## src/rtl/lmi_pkg.sv

```systemverilog
package lmi_pkg;

    typedef enum logic [2:0] {
        ST_IDLE,
        ST_L1_CHK,
        ST_DIR_ISSUE,
        ST_DIR_WAIT,
        ST_RESPOND
    } lmi_state_e;

    localparam logic [1:0] LAT_NEAR = 2'b00;
    localparam logic [1:0] LAT_MID  = 2'b01;
    localparam logic [1:0] LAT_FAR  = 2'b10;
    localparam logic [1:0] LAT_MEM  = 2'b11;

    localparam int CC_W = 4;

endpackage

```

## src/rtl/lmi_fsm.sv

```systemverilog
module lmi_fsm
    import lmi_pkg::*;
(
    input  logic clk,
    input  logic rst_n,
    input  logic q_valid,
    input  logic l1_ok,
    input  logic dir_rsp_valid,
    output logic q_ready,
    output logic accept,
    output logic l1_req,
    output logic dir_req,
    output logic rsp_valid,
    output logic load_l1,
    output logic load_dir
);

    lmi_state_e state_q, state_d;

    always_ff @(posedge clk) begin
        if (!rst_n) state_q <= ST_IDLE;
        else        state_q <= state_d;
    end

    always_comb begin
        state_d = state_q;
        unique case (state_q)
            ST_IDLE:      if (q_valid)       state_d = ST_L1_CHK;
            ST_L1_CHK:    state_d = l1_ok ? ST_RESPOND : ST_DIR_ISSUE;
            ST_DIR_ISSUE: state_d = ST_DIR_WAIT;
            ST_DIR_WAIT:  if (dir_rsp_valid) state_d = ST_RESPOND;
            ST_RESPOND:   state_d = ST_IDLE;
            default:      state_d = ST_IDLE;
        endcase
    end

    always_comb begin
        q_ready   = (state_q == ST_IDLE);
        accept    = q_ready && q_valid;
        l1_req    = (state_q == ST_L1_CHK);
        load_l1   = l1_req && l1_ok;
        dir_req   = (state_q == ST_DIR_ISSUE);
        load_dir  = (state_q == ST_DIR_WAIT) && dir_rsp_valid;
        rsp_valid = (state_q == ST_RESPOND);
    end


    l1_after_accept_chk: assert property (@(posedge clk) disable iff (!rst_n)
        accept |=> l1_req);


    dir_req_pulse_chk: assert property (@(posedge clk) disable iff (!rst_n)
        dir_req |=> !dir_req);


    rsp_then_idle_chk: assert property (@(posedge clk) disable iff (!rst_n)
        rsp_valid |=> (q_ready && !rsp_valid));

endmodule

```

## src/rtl/lmi_classify.sv

```systemverilog
module lmi_classify
    import lmi_pkg::*;
(
    input  logic       is_store,
    input  logic       l1_hit,
    input  logic       l1_excl,
    input  logic       dir_hit,
    input  logic       dir_excl,
    input  logic       dir_l3_hit,
    output logic       l1_ok,
    output logic       dir_avail,
    output logic [1:0] dir_lat,
    output logic       dir_promote
);

    logic dir_usable;

    always_comb begin
        l1_ok       = l1_hit && (!is_store || l1_excl);
        dir_usable  = dir_hit && (!is_store || dir_excl);
        dir_avail   = dir_usable;
        dir_promote = dir_usable;
        if (dir_usable)      dir_lat = LAT_MID;
        else if (dir_l3_hit) dir_lat = LAT_FAR;
        else                 dir_lat = LAT_MEM;
    end

endmodule

```

## src/rtl/lmi_result.sv

```systemverilog
module lmi_result
    import lmi_pkg::*;
(
    input  logic       clk,
    input  logic       rst_n,
    input  logic       load_l1,
    input  logic       load_dir,
    input  logic       dir_avail,
    input  logic [1:0] dir_lat,
    input  logic       dir_promote,
    output logic       avail,
    output logic [1:0] lat,
    output logic       promote
);

    always_ff @(posedge clk) begin
        if (!rst_n) begin
            avail   <= 1'b0;
            lat     <= LAT_MEM;
            promote <= 1'b0;
        end else if (load_l1) begin
            avail   <= 1'b1;
            lat     <= LAT_NEAR;
            promote <= 1'b0;
        end else if (load_dir) begin
            avail   <= dir_avail;
            lat     <= dir_lat;
            promote <= dir_promote;
        end
    end

endmodule

```

## src/rtl/lat_inquiry_resp.sv

```systemverilog
module lat_inquiry_resp
    import lmi_pkg::*;
#(
    parameter int ADDR_W = 40
) (
    input  logic              clk,
    input  logic              rst_n,
    input  logic              q_valid,
    output logic              q_ready,
    input  logic [ADDR_W-1:0] q_addr,
    input  logic              q_is_store,
    input  logic              ids_none,
    output logic              l1_req,
    output logic [ADDR_W-1:0] l1_addr,
    input  logic              l1_hit,
    input  logic              l1_excl,
    output logic              dir_req,
    output logic [ADDR_W-1:0] dir_addr,
    input  logic              dir_rsp_valid,
    input  logic              dir_hit,
    input  logic              dir_excl,
    input  logic              dir_l3_hit,
    output logic              rsp_valid,
    output logic [CC_W-1:0]   rsp_cc,
    output logic              pf_valid,
    output logic [ADDR_W-1:0] pf_addr
);

    logic              accept, load_l1, load_dir;
    logic              l1_ok, dir_avail, dir_promote;
    logic [1:0]        dir_lat;
    logic              avail_q, promote_q;
    logic [1:0]        lat_q;
    logic [ADDR_W-1:0] addr_q;
    logic              store_q;

    always_ff @(posedge clk) begin
        if (!rst_n) begin
            addr_q  <= '0;
            store_q <= 1'b0;
        end else if (accept) begin
            addr_q  <= q_addr;
            store_q <= q_is_store;
        end
    end

    lmi_fsm u_fsm (
        .clk           (clk),
        .rst_n         (rst_n),
        .q_valid       (q_valid),
        .l1_ok         (l1_ok),
        .dir_rsp_valid (dir_rsp_valid),
        .q_ready       (q_ready),
        .accept        (accept),
        .l1_req        (l1_req),
        .dir_req       (dir_req),
        .rsp_valid     (rsp_valid),
        .load_l1       (load_l1),
        .load_dir      (load_dir)
    );

    lmi_classify u_cls (
        .is_store    (store_q),
        .l1_hit      (l1_hit),
        .l1_excl     (l1_excl),
        .dir_hit     (dir_hit),
        .dir_excl    (dir_excl),
        .dir_l3_hit  (dir_l3_hit),
        .l1_ok       (l1_ok),
        .dir_avail   (dir_avail),
        .dir_lat     (dir_lat),
        .dir_promote (dir_promote)
    );

    lmi_result u_res (
        .clk         (clk),
        .rst_n       (rst_n),
        .load_l1     (load_l1),
        .load_dir    (load_dir),
        .dir_avail   (dir_avail),
        .dir_lat     (dir_lat),
        .dir_promote (dir_promote),
        .avail       (avail_q),
        .lat         (lat_q),
        .promote     (promote_q)
    );

    always_comb begin
        l1_addr  = addr_q;
        dir_addr = addr_q;
        pf_addr  = addr_q;
        rsp_cc   = {avail_q, lat_q, ids_none};
        pf_valid = rsp_valid && promote_q;
    end


    busy_addr_hold_chk: assert property (@(posedge clk) disable iff (!rst_n)
        (q_valid && !q_ready) |=> $stable(addr_q));


    promote_only_mid_chk: assert property (@(posedge clk) disable iff (!rst_n)
        pf_valid |-> (rsp_valid && rsp_cc[3:1] == {1'b1, LAT_MID}));


    ovf_pass_chk: assert property (@(posedge clk) disable iff (!rst_n)
        rsp_valid |-> (rsp_cc[0] == ids_none));


    avail_near_chk: assert property (@(posedge clk) disable iff (!rst_n)
        (rsp_valid && rsp_cc[3]) |-> !rsp_cc[2]);

endmodule

```

## config.mk

```make
export PLATFORM = sky130hd
export DESIGN_NAME = lat_inquiry_resp
export DESIGN_NICKNAME = d
export VERILOG_FILES = /design/src/rtl/lmi_pkg.sv /design/src/rtl/lmi_fsm.sv /design/src/rtl/lmi_classify.sv /design/src/rtl/lmi_result.sv /design/src/rtl/lat_inquiry_resp.sv
export SDC_FILE = /design/constraint.sdc
export NUM_CORES = 1
export LEC_CHECK = 0
export BUFFER_PORTS_ARGS = -buffer_cell sky130_fd_sc_hd__buf_4
export CAP_MARGIN = 0
export CORE_MARGIN = 2
export CORE_UTILIZATION = 42
export CTS_BUF_LIST = sky130_fd_sc_hd__clkbuf_8
export CTS_CLUSTER_SIZE = 8
export DETAILED_ROUTE_END_ITERATION = 7
export GPL_TIMING_DRIVEN = 0
export PLACE_DENSITY = 0.9
export SYNTH_ARGS = -nofsm -noshare
export SYNTH_HDL_FRONTEND = slang
export SYNTH_SLANG_ARGS = --single-unit
```

## constraint.sdc

```tcl
create_clock -name clk -period 1.8 [get_ports clk]
set_clock_uncertainty 0.15 [all_clocks]
set_input_delay 0.36 -clock clk [delete_from_list [all_inputs] [get_ports clk]]
set_output_delay 0.36 -clock clk [all_outputs]
set_load 0.1 [all_outputs]
```

# After elaboration in Yosys (flattened, before gate mapping)

Cells that the tools add are included.

Register bits after elaboration: 48
Bits in latches: 0
Bits in writable memories: 0
ROM bits: 0
Bits of input ports: 51
Output and inout port bits: 129
Memories kept: 0

Add/subtract/negate cells: 0
Multiply operators: 0
Div/mod/pow operators: 0
Magnitude comparators: 0
Equality and inequality tests: 6
Shifts and indexed selects: 0
Mux-type cells: 10
Bitwise logic cells: 1
Reductions and logical operators: 13

Operator list:

| cell                                                 | count |
|---|---|
| case mux 3 bit (4 select lines)                      | 1 |
| two-way mux 3 bit                                    | 3 |
| equality test 3 x 2 -> 1 bit (second input constant) | 2 |
| logical AND 1 bit                                    | 6 |
| two-way mux 2 bit                                    | 3 |
| inequality test 2 bit (second input constant)        | 2 |
| equality test 3 x 1 -> 1 bit (second input constant) | 1 |
| equality test 3 bit (second input constant)          | 1 |
| zero test 3 bit                                      | 1 |
| two-way mux 1 bit                                    | 3 |
| logical OR 1 bit                                     | 2 |
| AND reduction 2 bit                                  | 1 |
| nonzero test 2 bit                                   | 1 |
| OR reduction 2 bit                                   | 1 |
| zero test 1 bit                                      | 1 |
| NOT 1 bit                                            | 1 |

# Logic depth before layout (Yosys ltp)

Depth in word-level cells: 6
Gate-level depth with buffers: 6
Mapped depth without buffers: 3

# Hierarchy

Synthesis repeated with hierarchy kept, for this count alone.

Cells, all modules: 257
Area total of the unflattened synthesis: 2602.5 sq um

By module, submodules not included:

| module           | instances | cells an instance | area an instance (sq um) | sequential area each (sq um) |
|---|---|---|---|---|
| lat_inquiry_resp | 1         | 215               | 2215.9                   | 820.8 |
| lmi_fsm          | 1         | 22                | 182.7                    | 60.1 |
| lmi_result       | 1         | 12                | 150.1                    | 80.1 |
| lmi_classify     | 1         | 8                 | 53.8                     | 0.0 |

# Worst setup path after synthesis

No wires, ideal clock.

Path type: reg-to-output
Start point: register u_fsm.state_q[1]
End point: output port pf_valid
Data arrival time: 3.674 ns
Slack: -2.384 ns
Stages on the path, launching flop included: 4
Path through: dfxtp_1 > buf_2 > nor3b_1 > and2_1

Cells in the longest elaborated chain, start to end: 2

Ends and longest elaborated chain:

| what                   | line                   | source |
|---|---|---|
| start, declared        | lmi_fsm.sv:18          | `lmi_state_e state_q, state_d;` |
| start signal, assigned | lmi_fsm.sv:22          | `else state_q <= state_d;` |
| equality test 3 bit    | lmi_fsm.sv:44          | `rsp_valid = (state_q == ST_RESPOND);` |
| net rsp_valid          | lat_inquiry_resp.sv:23 | `output logic rsp_valid,` |
| logical AND 1 bit      | lat_inquiry_resp.sv:93 | `pf_valid = rsp_valid && promote_q;` |
| end, declared          | lat_inquiry_resp.sv:25 | `output logic pf_valid,` |

The timed path passes the listed nets, and every way through them passes these cells.

# Final worst setup path

Start point: register u_fsm.state_q[1]
End point: output port pf_valid

Cells in the longest elaborated chain, start to end: 2

Ends and longest elaborated chain:

| what                | line |
|---|---|
| equality test 3 bit | lmi_fsm.sv:44 |
| logical AND 1 bit   | lat_inquiry_resp.sv:93 |

Every way passes these cells.

==> results.md <==
- Routed wire length per instance: ~12 um
- Highest clock frequency the design can meet: 0.5512 GHz
- Highest fanout seen on the critical path: 10
- Classification of the worst setup path: reg2out
- Maximum resistive drop on vdd: 723.3 uV
- Fin cells: 561
- Leading post-synthesis cells by cell area: sky130_fd_sc_hd__dfxtp_1 (40%), sky130_fd_sc_hd__buf_4 (26%), sky130_fd_sc_hd__nand2_1 (13%)
- Via count of the first global-routing pass: 2202
- Multiplexer share of the synthesized area: 0%
- TritonCTS clock tree: done
- Number of antenna diodes: 0
- Buffers and inverters on the worst path: 2
- Post-Synthesis Net Count: about 350
- Largest net degree at the start of global routing: 16
- Y dimension of the die: 79.79 um
- Number of antenna violations at the first check in global routing: 0
- First-pass GRT wire length: roughly 10 mm
- Die width: 79.79 um
- Pins over their slew limit: 0
- Min setup slack post-route: -0.01434 ns
- H-tree levels: 2
- Cell family contributing the most delay on the critical path: simple AND/OR/NAND/NOR gates
- Dominant cell type by area after synthesis: sky130_fd_sc_hd__dfxtp_1
- DRC marker count from the first detailed-route iteration: 66
- Simple-gate portion of the synthesized area: between 10% and 20%
- Synth Area in Adders: 0%
- Global-route usage over all layers: 20.20%
- Proportion of synthesized flip-flops having asynchronous set or reset: 0%
- Antenna-violating nets left: 0
- Clk Latency, worst-skew pair: roughly 0.29 ns
- Unrepaired setup endpoints after global routing: true
- Worst relative slew slack: 66.16%
- Fill count: 447
- Mapped cell area: 0.002412 sq mm
- Row count: 27
- Main combinational cell family by area after synthesis: buffers and inverters
- Result of the run: finished with violations
- Startpoint types: flop
- Port bufs: 178
- Synth Area in Compound Gates: 11.26%
- Capturing element type of the critical path: primary output
- Number of warnings reported in the yosys synthesis log: 0
- Total number of vias: 2494
- Tcrit/Tclk final: 100.8%
- Total instance count after detailed placement: 553
- Post-CTS clock slew at the launch and capture registers of the worst setup and hold paths: 0.09 ns
- Main flop type after synthesis: sky130_fd_sc_hd__dfxtp_1
- Area share of xor/xnor cells in the synthesized design: 0%
- Number of hold violations in the final report: 0
- Number of synthesized register bits: 48
- Gate count after technology mapping: slightly above 300
- Relative area change from synthesis to final layout: 68.15%
- Total length of routed wires: 6.879 mm
- Detailed-routing iteration count for the pre-antenna-repair pass: 4
- Total number of clock tree sinks: 48
- WP data arrival: between 1 and 1.5 ns
- Hold-fix buffers at CTS: 0
- Transition time at the pin with the least slew margin: 0.5063 ns
- Sum of net half-perimeters after detailed placement: 5.506 mm
- Effective utilization at floorplan: 43.54%
- Die ar.: 0.006366 sq mm
- Number of distinct library cells after synthesis: 26
- Sequential area share after synthesis: 39.83%
- Leakage: 2.122 nW
- Global placer's final weighted congestion: 0.7525
- Final number of setup-violating endpoints: 1
- Number of buffers on the longest clock path: 2
- Kind of path behind the tightest hold check: in2reg
- Synth top area share: roughly two fifths
- Final period demand of the worst path: 1.814 ns
- Share of post-route cells with drive strength above 1: 67.69%
- Remaining design rule violation count: 0
- Storage element area: roughly 0.0010 sq mm
- Clock Tree Root: sky130_fd_sc_hd__clkbuf_8
- Total CTS buffers: 5
- Critical-path cell list: buf_6 > nor3b_4 > and2_4 > buf_12
- Total global routing overflow: 0
- Mean cell area of the mapped netlist: 7.961 sq um
- Violated checks: negative setup slack
- Biggest cell delay along the critical path: 0.33 ns
- Slowest-stage cell, CP: sky130_fd_sc_hd__dfxtp_2
- Per-cell via count in the routed design: 4.446
- Number of synthesized flops with an enable pin: 0
- Net count reported at finish: 539
- Top-level I/O count: 180
- Most used standard cells in the synthesized netlist: sky130_fd_sc_hd__nand2_1 (86), sky130_fd_sc_hd__buf_4 (82), sky130_fd_sc_hd__dfxtp_1 (48), sky130_fd_sc_hd__a21oi_1 (44), sky130_fd_sc_hd__buf_2 (6)
- Required time at the worst-slack endpoint: around 1.3 ns
- Multi-input gate area: 763.2 sq um
- Floorplan core area: ~0.0055 sq mm
- Setup TNS after final layout: -0.01434 ns
- Most instantiated library cell after synthesis: sky130_fd_sc_hd__nand2_1
- Ratio of total power to cell area: 1052 mW/mm^2
- Worst-case hold slack: 0.1375 ns
- Maxcap violations: 0
-- metal layers --
layer  up-vias  global-route usage [%]  wire length, um
met5         -                       0                0
met4         0                   3.898               23
met3         2                   4.525              493
met2        90                   39.24             3833
met1      1143                   22.34             2529
li1       1259                       -                -
-- logic make-up (layout without fill, tap and decap cells) --
family,after synthesis,in the layout
buffers and inverters,100,286
and+or+nand+nor,104,104
DFF,48,48
AOI/OAI and AO/OA,51,51
-- per-stage QoR --
stage / setup slack [ns] / area, sq um / util (%) / power [W]
final: -0.01434 / 4056 / 73.22 / 0.004268
after global routing: -0.06195 / 4056 / 73.22 / 0.004416
after CTS: -0.001908 / 4048 / 73.06 / 0.004291
after detailed placement: 0.04528 / 3939 / 71.09 / 0.003679
after global placement: 0.06199 / 3939 / 71.09 / 0.003647
after floorplan: -0.5222 / 2512 / - / 0.003200
-- where the power goes --
part           internal [W]  total, W  switching (W)  leakage [nW]
Sequential          0.00115   0.00124      0.0000861         0.411
Clock              0.000271  0.000617       0.000346        0.0479
Combinational      0.000585   0.00241        0.00183          1.66
Total               0.00201   0.00427        0.00226          2.12
-- final timing paths --
path	from	endpoint	cells after the start	slack, ns
worst max-delay path	u_fsm.state_q[1]$_SDFFE_PN0P_	pf_valid	4	-0.01
worst min-delay path	rst_n	u_res.lat[0]$_SDFFE_PN1P_	2	0.14
worst max register to register	u_fsm.state_q[1]$_SDFFE_PN0P_	dir_addr[18]$_SDFFE_PN0P_	5	0.13
worst min register to register	dir_addr[0]$_SDFFE_PN0P_	dir_addr[0]$_SDFFE_PN0P_	2	0.33
-- sequential cells by signal (all words and copies together) (netlist names) --
name	cells
u_res.promote	1
u_res.avail	1
store_q	1
u_fsm.state_q	3
u_res.lat	2
dir_addr	40
-- layout by cell type (no fill, tap or decap), drive strengths merged --
cell type,netlist,routed
a31oi,1,1
and4b,1,1
and3,1,1
o31ai,1,1
nor4b,1,1
nand4b,1,1
and2,1,1
or4b,1,1
inv,3,3
nor3,1,1
nor2,1,1
o21ai,1,1
a211oi,2,2
buf,93,271
a31o,1,1
a211o,1,1
nand3,2,2
clkinv,0,3
nand2b,5,5
clkbuf,4,9
nor3b,3,3
a21oi,44,44
nand2,86,86
dfxtp,48,48
-- what timing repair did --
action,4_1_cts,5_1_grt
gates resized for setup,7,2
setup endpoints to repair,3,9
pin swaps,2,0
buffers inserted,1,0
-- worst register-to-register path: stages (launching register included) --
cell                      delay [ns]
sky130_fd_sc_hd__dfxtp_2        0.33
sky130_fd_sc_hd__buf_4          0.13
sky130_fd_sc_hd__nor4b_2        0.45
sky130_fd_sc_hd__buf_2          0.31
sky130_fd_sc_hd__nand2_1        0.08
sky130_fd_sc_hd__a21oi_1        0.14
-- area by class of cell --
cell class / count / share of cell area, %
Clock inverter: 3 / 0.4627
Sequential cell: 48 / 25.14
Clock buffer: 5 / 1.696
Multi-Input combinational cell: 155 / 18.82
Timing Repair Buffer: 179 / 33.84
Tap cell: 72 / 2.221
Buffer: 96 / 17.55
Inverter: 3 / 0.2776
Note: power is estimated with default switching activity, not from simulation.
